`config.mk`:
```
export PLATFORM = sky130hd
export DESIGN_NAME = ems_page_mapper
export DESIGN_NICKNAME = d
export VERILOG_FILES = /design/src/rtl/ems_pkg.sv /design/src/rtl/ems_io_decode.sv /design/src/rtl/ems_page_regs.sv /design/src/rtl/ems_xlate.sv /design/src/rtl/ems_page_mapper.sv
export SDC_FILE = /design/constraint.sdc
export NUM_CORES = 1
export LEC_CHECK = 0
export BUFFER_PORTS_ARGS = -buffer_cell sky130_fd_sc_hd__buf_2
export CAP_MARGIN = 0
export CELL_PAD_IN_SITES_DETAIL_PLACEMENT = 0
export CELL_PAD_IN_SITES_GLOBAL_PLACEMENT = 1
export CORE_UTILIZATION = 25
export DETAILED_ROUTE_END_ITERATION = 12
export PLACE_DENSITY = 0.54
export SYNTH_ARGS = -nofsm -noshare
export SYNTH_HDL_FRONTEND = slang
export SYNTH_SLANG_ARGS = --single-unit
```
`constraint.sdc`:
```
create_clock -name clk -period 5.9 [get_ports clk]
set_input_delay 0.59 -clock clk [delete_from_list [all_inputs] [get_ports clk]]
set_output_delay 0.59 -clock clk [all_outputs]
set_load 0.02 [all_outputs]
```
`src/rtl/ems_pkg.sv`:
```
package ems_pkg;
  typedef enum logic [1:0] {
    PORT_NONE = 2'd0,
    PORT_LOW  = 2'd1,
    PORT_HIGH = 2'd2,
    PORT_PTR  = 2'd3
  } ems_port_e;

  localparam int CTRL_XLATE_BIT = 7;
  localparam int CTRL_PORT_BIT  = 6;
  localparam int CTRL_ALT_BIT   = 0;
  localparam int HI_EN_BIT      = 7;
  localparam int PTR_INC_BIT    = 7;
  localparam logic [7:0] LOW_RESET  = 8'hFF;
  localparam logic [7:0] HIGH_RESET = 8'h03;
endpackage

```
`src/rtl/ems_io_decode.sv`:
```
module ems_io_decode
  import ems_pkg::*;
#(
  parameter int IO_W = 16,
  parameter logic [IO_W-1:0] BASE_A = 16'h0208,
  parameter logic [IO_W-1:0] BASE_B = 16'h0218
) (
  input  logic [IO_W-1:0] io_addr,
  input  logic            port_on,
  input  logic            use_alt,
  output ems_port_e       port_sel
);
  logic [IO_W-1:0] base;

  always_comb begin
    base     = use_alt ? BASE_B : BASE_A;
    port_sel = PORT_NONE;
    if (port_on) begin
      if (io_addr == base)                      port_sel = PORT_LOW;
      else if (io_addr == base + IO_W'(1))      port_sel = PORT_HIGH;
      else if (io_addr == base + IO_W'(2))      port_sel = PORT_PTR;
    end
  end
endmodule

```
`src/rtl/ems_page_regs.sv`:
```
module ems_page_regs
  import ems_pkg::*;
#(
  parameter int N_PAGES = 32,
  parameter int PPN_W   = 10,
  localparam int IDX_W  = $clog2(N_PAGES),
  localparam int HI_W   = PPN_W - 8
) (
  input  logic                          clk,
  input  logic                          rst_n,
  input  logic                          io_wr,
  input  ems_port_e                     port_sel,
  input  logic [7:0]                    wdata,
  output logic [7:0]                    ptr,
  output logic [7:0]                    sel_lo,
  output logic [7:0]                    sel_hi,
  output logic [N_PAGES-1:0]            page_en,
  output logic [N_PAGES-1:0][PPN_W-1:0] page_ppn
);
  logic [N_PAGES-1:0][7:0] lo_q, lo_d, hi_q, hi_d;
  logic [7:0]              ptr_q, ptr_d;
  logic [IDX_W-1:0]        idx;
  logic                    wr_lo, wr_hi, wr_ptr;

  assign idx    = ptr_q[IDX_W-1:0];
  assign wr_lo  = io_wr && (port_sel == PORT_LOW);
  assign wr_hi  = io_wr && (port_sel == PORT_HIGH);
  assign wr_ptr = io_wr && (port_sel == PORT_PTR);

  always_comb begin
    lo_d = lo_q;
    hi_d = hi_q;
    if (wr_lo) lo_d[idx] = wdata;
    if (wr_hi) hi_d[idx] = wdata;
  end

  always_comb begin
    ptr_d = ptr_q;
    if (wr_ptr)
      ptr_d = wdata;
    else if (wr_hi && ptr_q[PTR_INC_BIT])
      ptr_d = {ptr_q[7:IDX_W], idx + IDX_W'(1)};
  end

  always_ff @(posedge clk or negedge rst_n) begin
    if (!rst_n) begin
      lo_q  <= {N_PAGES{LOW_RESET}};
      hi_q  <= {N_PAGES{HIGH_RESET}};
      ptr_q <= '0;
    end else begin
      if (wr_lo) lo_q <= lo_d;
      if (wr_hi) hi_q <= hi_d;
      if (wr_ptr || wr_hi) ptr_q <= ptr_d;
    end
  end

  assign ptr    = ptr_q;
  assign sel_lo = lo_q[idx];
  assign sel_hi = hi_q[idx];

  for (genvar i = 0; i < N_PAGES; i++) begin : g_out
    assign page_en[i]  = hi_q[i][HI_EN_BIT];
    assign page_ppn[i] = {hi_q[i][HI_W-1:0], lo_q[i]};
  end

  // high write with the increment bit steps the index, keeps upper bits
  assert_ptr_step_R4: assert property (@(posedge clk) disable iff (!rst_n)
    (wr_hi && ptr_q[PTR_INC_BIT]) |=>
      (ptr_q[IDX_W-1:0] == $past(ptr_q[IDX_W-1:0]) + IDX_W'(1)) &&
      (ptr_q[7:IDX_W] == $past(ptr_q[7:IDX_W])));

  // no step without the increment bit, and never on a low write
  assert_ptr_hold_R5: assert property (@(posedge clk) disable iff (!rst_n)
    (io_wr && !wr_ptr && !(wr_hi && ptr_q[PTR_INC_BIT])) |=> $stable(ptr_q));

  // without a write strobe nothing in the file changes
  assert_no_write_R2: assert property (@(posedge clk) disable iff (!rst_n)
    !io_wr |=> ($stable(ptr_q) && $stable(lo_q) && $stable(hi_q)));
endmodule

```
`src/rtl/ems_xlate.sv`:
```
module ems_xlate #(
  parameter int N_PAGES   = 32,
  parameter int ADDR_W    = 24,
  parameter int OFS_W     = 14,
  parameter int PPN_W     = 10,
  parameter int WIN_FIRST = 16,
  parameter int HOLE_IDX  = 24,
  parameter int HOLE_SKIP = 12,
  localparam int PG_W     = ADDR_W - OFS_W,
  localparam int PA_W     = PPN_W + OFS_W
) (
  input  logic [ADDR_W-1:0]             cpu_addr,
  input  logic                          xlate_on,
  input  logic [N_PAGES-1:0]            page_en,
  input  logic [N_PAGES-1:0][PPN_W-1:0] page_ppn,
  output logic [ADDR_W-1:0]             phys_addr,
  output logic                          map_hit,
  output logic [N_PAGES-1:0]            match
);
  for (genvar i = 0; i < N_PAGES; i++) begin : g_win
    localparam int WIN = i + WIN_FIRST + ((i >= HOLE_IDX) ? HOLE_SKIP : 0);
    localparam logic [PG_W-1:0] WIN_PG = PG_W'(WIN);
    assign match[i] = xlate_on && page_en[i] &&
                      (cpu_addr[ADDR_W-1:OFS_W] == WIN_PG);
  end

  always_comb begin
    phys_addr = cpu_addr;
    map_hit   = 1'b0;
    for (int i = 0; i < N_PAGES; i++) begin
      if (match[i]) begin
        phys_addr             = '0;
        phys_addr[PA_W-1:0]   = {page_ppn[i], cpu_addr[OFS_W-1:0]};
        map_hit               = 1'b1;
      end
    end
  end
endmodule

```
`src/rtl/ems_page_mapper.sv`:
```
module ems_page_mapper
  import ems_pkg::*;
#(
  parameter int N_PAGES   = 32,
  parameter int ADDR_W    = 24,
  parameter int OFS_W     = 14,
  parameter int PPN_W     = 10,
  parameter int IO_W      = 16,
  parameter int WIN_FIRST = 16,
  parameter int HOLE_IDX  = 24,
  parameter int HOLE_SKIP = 12
) (
  input  logic              clk,
  input  logic              rst_n,
  input  logic [IO_W-1:0]   io_addr,
  input  logic              io_wr,
  input  logic              io_rd,
  input  logic [7:0]        io_wdata,
  output logic [7:0]        io_rdata,
  input  logic [7:0]        ems_ctrl,
  input  logic [ADDR_W-1:0] cpu_addr,
  output logic [ADDR_W-1:0] phys_addr,
  output logic              map_hit
);
  ems_port_e                     port_sel;
  logic [7:0]                    ptr, sel_lo, sel_hi;
  logic [N_PAGES-1:0]            page_en;
  logic [N_PAGES-1:0][PPN_W-1:0] page_ppn;
  logic [N_PAGES-1:0]            match;
  logic                          unused_ctrl;

  assign unused_ctrl = ^ems_ctrl[5:1];

  ems_io_decode #(.IO_W(IO_W)) u_dec (
    .io_addr  (io_addr),
    .port_on  (ems_ctrl[CTRL_PORT_BIT]),
    .use_alt  (ems_ctrl[CTRL_ALT_BIT]),
    .port_sel (port_sel)
  );

  ems_page_regs #(.N_PAGES(N_PAGES), .PPN_W(PPN_W)) u_regs (
    .clk      (clk),
    .rst_n    (rst_n),
    .io_wr    (io_wr),
    .port_sel (port_sel),
    .wdata    (io_wdata),
    .ptr      (ptr),
    .sel_lo   (sel_lo),
    .sel_hi   (sel_hi),
    .page_en  (page_en),
    .page_ppn (page_ppn)
  );

  ems_xlate #(
    .N_PAGES(N_PAGES), .ADDR_W(ADDR_W), .OFS_W(OFS_W), .PPN_W(PPN_W),
    .WIN_FIRST(WIN_FIRST), .HOLE_IDX(HOLE_IDX), .HOLE_SKIP(HOLE_SKIP)
  ) u_xlate (
    .cpu_addr  (cpu_addr),
    .xlate_on  (ems_ctrl[CTRL_XLATE_BIT]),
    .page_en   (page_en),
    .page_ppn  (page_ppn),
    .phys_addr (phys_addr),
    .map_hit   (map_hit),
    .match     (match)
  );

  always_comb begin
    io_rdata = 8'hFF;
    if (io_rd) begin
      case (port_sel)
        PORT_LOW:  io_rdata = sel_lo;
        PORT_HIGH: io_rdata = sel_hi;
        PORT_PTR:  io_rdata = ptr;
        default:   io_rdata = 8'hFF;
      endcase
    end
  end

  // with the port group switched off every read returns 0xFF
  assert_idle_read_R2: assert property (@(posedge clk) disable iff (!rst_n)
    (io_rd && !ems_ctrl[CTRL_PORT_BIT]) |-> (io_rdata == 8'hFF));

  // windows never overlap
  assert_one_window_R6: assert property (@(posedge clk) disable iff (!rst_n)
    $onehot0(match));

  // a hit keeps the offset inside the page
  assert_keep_offset_R7: assert property (@(posedge clk) disable iff (!rst_n)
    map_hit |-> (phys_addr[OFS_W-1:0] == cpu_addr[OFS_W-1:0]));

  // a miss passes the address through
  assert_pass_through_R8: assert property (@(posedge clk) disable iff (!rst_n)
    !map_hit |-> (phys_addr == cpu_addr));

  // translation off means no hit
  assert_xlate_off_R8: assert property (@(posedge clk) disable iff (!rst_n)
    !ems_ctrl[CTRL_XLATE_BIT] |-> !map_hit);
endmodule

```
### Word-level counts from Yosys, hierarchy flattened

Cells that the tools add are included.

* output and inout port bits: 33
* word-level logic and storage cells: 263
* bits in registers: 520

* equality and inequality tests: 38
* reductions and logical operators: 73
* muxes and demuxes: 81
* $lt $le $gt $ge: 2
* $add $sub $neg: 3

Operators by type and width (number)
* 24-bit 2-to-1 mux: 32
* 256-bit bitwise mux: 2
* 10-bit by 5-bit == test with 1-bit output (second input constant): 16
* 10-bit by 6-bit == test with 1-bit output (second input constant): 16
* 8-bit binary-select mux with 5-bit select: 2
* 1-bit logical AND: 69
* 16-bit == test: 3
* 8-bit demux with 5-bit select: 1
* 8-bit 2-to-1 mux: 5
* 1-bit 2-to-1 mux: 32
* 8-bit one-hot mux with 3 select lines: 1
* 16-bit by 1-bit adder with 16-bit output (second input constant): 1
* 16-bit by 2-bit adder with 16-bit output (second input constant): 1
* 5-bit 2-to-1 mux: 2
* 2-bit 2-to-1 mux: 4
* 5-bit by 6-bit less-than comparator with 1-bit output (second input constant): 1
* 5-bit by 1-bit adder with 5-bit output (second input constant): 1
* 5-bit by 1-bit >= comparator with 1-bit output (second input constant): 1
* 2-bit == test (second input constant): 2
* 2-bit AND reduction: 2
* 2-bit by 1-bit == test with 1-bit output (second input constant): 1
* 2-bit nonzero test: 1
* 1-bit logical OR: 1

### Longest topological paths before layout

* depth in word-level cells: 34
* gate-level depth with buffers: 11
* depth with buffers taken out: 7

### Hierarchy

A second synthesis with hierarchy kept.

* cell total of the unflattened synthesis: 2499
* area total of the unflattened synthesis: 29769.8 um^2

By module, submodules not included
* ems_page_regs: times used 1, area an instance 25654.6 um^2, sequential area each 13412.9 um^2, cells each 1831
* ems_xlate: times used 1, area an instance 3811.2 um^2, sequential area each 0.0 um^2, cells each 628
* ems_page_mapper: times used 1, area an instance 231.5 um^2, sequential area each 0.0 um^2, cells each 30
* ems_io_decode: times used 1, area an instance 72.6 um^2, sequential area each 0.0 um^2, cells each 10

### Worst setup path before layout

No wires, ideal clock.

* kind: input to output
* from: input cpu_addr[23]
* to: output phys_addr[22]
* data arrival time: 2.580 ns
* stages: 9
* slack: 2.730 ns
* required time: 5.310 ns
* cells stage by stage: buf_2 -> or4b_1 -> buf_2 -> nor4_4 -> or3_1 -> a211oi_1 -> o211ai_1 -> nand3_1 -> a21oi_1

* cells in the longest elaborated chain, start to end: 34
* elaborated cells on any way between the ends: 96

Ends and longest elaborated chain
* start: declaration: line ems_page_mapper.sv:21 `input logic [ADDR_W-1:0] cpu_addr,`
* 10-bit by 5-bit == test with 1-bit output: line ems_xlate.sv:24 `(cpu_addr[ADDR_W-1:OFS_W] == WIN_PG);`
* 1-bit logical AND: line ems_xlate.sv:23 `assign match[i] = xlate_on && page_en[i] &&`
* 24-bit 2-to-1 mux (31 in a row): line ems_xlate.sv:31 `if (match[i]) begin`
* 24-bit 2-to-1 mux *: line ems_xlate.sv:31
* end: declaration: line ems_page_mapper.sv:22 `output logic [ADDR_W-1:0] phys_addr,`

Mark *: on every way between the ends. The rest lies on a longest branch, timed or not.

### Worst setup path after layout

* from: register u_regs.ptr_q[0], in the netlist u_regs.ptr[0]
* to: output io_rdata[4]

* cells in the longest elaborated chain, start to end: 4
* elaborated cells on any way between the ends: 6

Ends and longest elaborated chain
* start: declaration: line ems_page_regs.sv:21 `logic [7:0] ptr_q, ptr_d;`
* start signal: assignment: line ems_page_regs.sv:53 `if (wr_ptr || wr_hi) ptr_q <= ptr_d;`
* 8-bit binary-select mux with 5-bit select (on tied branches): line ems_page_regs.sv:59, ems_page_regs.sv:58
* 8-bit 2-to-1 mux (on tied branches): line ems_page_regs.sv:59, ems_page_regs.sv:58
* 8-bit one-hot mux with 3 select lines *: line ems_page_mapper.sv:70 `case (port_sel)`
* 8-bit 2-to-1 mux *: line ems_page_mapper.sv:69 `if (io_rd) begin`
* end: declaration: line ems_page_mapper.sv:19 `output logic [7:0] io_rdata,`

Mark *: on every way between the ends. The rest lies on a longest branch, timed or not. The select of a mux whose other input is x is not followed.

==> qor.txt <==
fill count: 11300
RSZ-0062 raised after global routing: false
Slew Limit Fails: 0
status: finished clean
Post-Syn Nets: 2251
fin crit share: 0.851
Via density: 5.48
CP cell instances: buf_4 > mux4_2 > o22ai_1 > nor2_1 > a221oi_1 > o41ai_1 > buf_2
PortBufs: 59
r2r setup slk: 2050 ps
CTS tree: built
core area: 112000 um^2
CP bufs+invs: 2
Final Hold Fails: 0
worst path required time: 5310 ps
slowest cell on the critical path: dfrtp_4
hold_ws: 490 ps
Total Wirelength: 109000 um
share of the synthesized area in the top cell type: 0.296
CP Data Arrival Time: 4430 ps
clk_skew: 20.1 ps
post-synthesis sequential area ratio: 0.472
full die area: 115000 um^2
dpl cell area: 30200 um^2
GP Congestion: 0.946
fraction of layout cells with a size suffix above 1: 0.548
EDFF count, synth: 0
clock root buffer: clkbuf_16
area leader, netlist: dfstp_2
overflow left after global routing: 0
first-pass detailed-route iteration total: 5
Max Fclk: 199 MHz
initial detailed-routing violation count: 2118
met2 Usage GRT: 0.294
Crit path max-delay family: compound AO/OA/AOI/OAI gates
busiest grt layer: met2
Gate Count Post-Synth: 2187
normalized max-slew margin: 0.238
I/O pin total: 93
minimum clock period: 5020 ps
starting density of the core: 0.252
Total GRT Usage: 0.187
Residual DRC: 0
worst setup path class: reg2out
P per Cell Area: 239 nW/um^2
Worst Hold Class: reg2reg
Ys Warns: 0
CTS sink count: 520
Max-Cap Viols: 0
Wirelength per Cell: 29.3 um
DR vias: 20400
Netlist cell types: 93
largest net degree at the start of global routing: 132
P_leak: 0.0131 uW
hold-critical path depth: 1
Clock transition at path regs: 60 ps
Post-CTS Setup Bufs: 0
number of global-route vias before repair: 20800
Num CTS Buffers: 59
Setup violations, final: 0
Die H: 339 um
register area: 13400 um^2
Final HPWL DP: 78000 um
Startpoint Class: flip-flop
worst r2r path cells: 5
CP Max Fanout: 32
register bit total from synthesis: 520
Critical Path End Type: output pin
Area Overhead vs Synth: 13.7%
cell with the most instances after synthesis: mux2_2
CP max stage delay: 940 ps
Multi-input gate area: 14100 um^2
share of synthesized flip-flops with an asynchronous set or reset: 1.00
Clock Path Buffers: 3
first-pass GRT wire length: 157000 um
worst skew pair latency: 650 ps
DRT antenna net count: 0
ys flop type: dfstp_2
setup_tns: 0 ps
Die Width: 339 um
synth top area cells: dfstp_2 30%, mux2_2 19%, dfrtp_1 18%
pin slew with the least headroom to its limit: 1140 ps
syn_area_per_cell: 13.0 um^2
top cells by count, synth: 488 x mux2_2, 320 x dfstp_2, 200 x dfrtp_1
Peak VDD IR: 0.204 mV
area of the mapped netlist: 28400 um^2
htree depth: 2
# rows: 123
Crit path depth: 7
met1 Usage GRT: 0.263
Final Cell Area: 32300 um^2
Final nets: 2240
GR met3 Demand/Resource: 0.0236
initial antenna violation count: 12
-- power breakdown --
| part | leakage (uW) | internal (uW) | switching, uW |
|---|---|---|---|
| Combinational | 0.00598 | 48.9 | 225 |
| Clock | 0.00101 | 2280 | 1570 |
| Sequential | 0.00609 | 3580 | 0.0475 |
-- cell families (layout without fill, tap and decap cells) --
group	count (synthesis)	count (layout)	synth area share
adder cells (fa/ha/maj)	4	4	0.00176
buffers and inverters	198	236	0.0320
other	0	4	0
AO/OA/AOI/OAI	314	314	0.0780
flip-flops	520	520	0.472
XOR/XNOR	5	5	0.00154
AND/OR/NAND/NOR	480	480	0.0981
multiplexers	666	666	0.316
-- layout make-up --
class                   instances  area share
multi-input cells            1469       0.437
diodes                          4    0.000310
flip-flops and latches        520       0.416
repair buffers                114      0.0243
clock inverters                29      0.0100
inverters                      12     0.00140
well taps                    1500      0.0581
clock buffers                  81      0.0529
-- flip-flops by register name (all words and copies together), names as in the netlist --
register,count
u_regs.page_ppn,320
u_regs.hi_q,160
u_regs.page_en,32
u_regs.ptr,8
-- routing by layer --
layer | vias to the layer above | share of wire
met5 | - | 0.00035
met4 | 6 | 0.039
met3 | 162 | 0.058
met2 | 807 | 0.46
met1 | 11000 | 0.44
li1 | 8450 | -
-- placed cells by master (no fill, tap or decap), drive strengths merged, types with 14 or more instances in the layout --
| cell type | instances |
|---|---|
| mux4 | 134 |
| buf | 113 |
| a22oi | 15 |
| nor2 | 69 |
| or3 | 14 |
| clkinv | 19 |
| o22ai | 81 |
| a21oi | 38 |
| a221oi | 29 |
| dfstp | 320 |
| mux2i | 16 |
| nand3 | 50 |
| nor3 | 39 |
| o21ai | 38 |
| mux2 | 516 |
| inv | 14 |
| nor4 | 24 |
| dfrtp | 200 |
| nand4 | 34 |
| and3 | 17 |
| nand2 | 127 |
| clkbuf | 81 |
-- what timing repair did --
item / in CTS / in global routing
hold buffers: 1 / 0
resized for setup: 0 / 0
hold endpoints to repair: 74 / 0
-- final timing paths --
kind / startpoint / end
worst max-delay path: u_regs.ptr[0] / io_rdata[4]
worst min-delay path: u_regs.hi_q[26] / u_regs.hi_q[26]
worst max register to register: u_regs.ptr[1] / u_regs.page_ppn[61]
worst min register to register: u_regs.hi_q[26] / u_regs.hi_q[26]
max in group asynchronous: rst_n / u_regs.hi_q[2]
min in group asynchronous: rst_n / u_regs.hi_q[198]
-- through the flow --
step	setup slack (ps)	total power, uW	instances	util
2_1_floorplan	2730	3750	2187	-
3_3_place_gp	1100	3910	3614	0.269
3_5_place_dp	1070	3910	3614	0.269
4_1_cts	958	7800	3725	0.287
5_1_grt	815	7970	3725	0.287
6_report	880	7710	3729	0.287
Note: power is estimated with default switching activity, not from simulation.
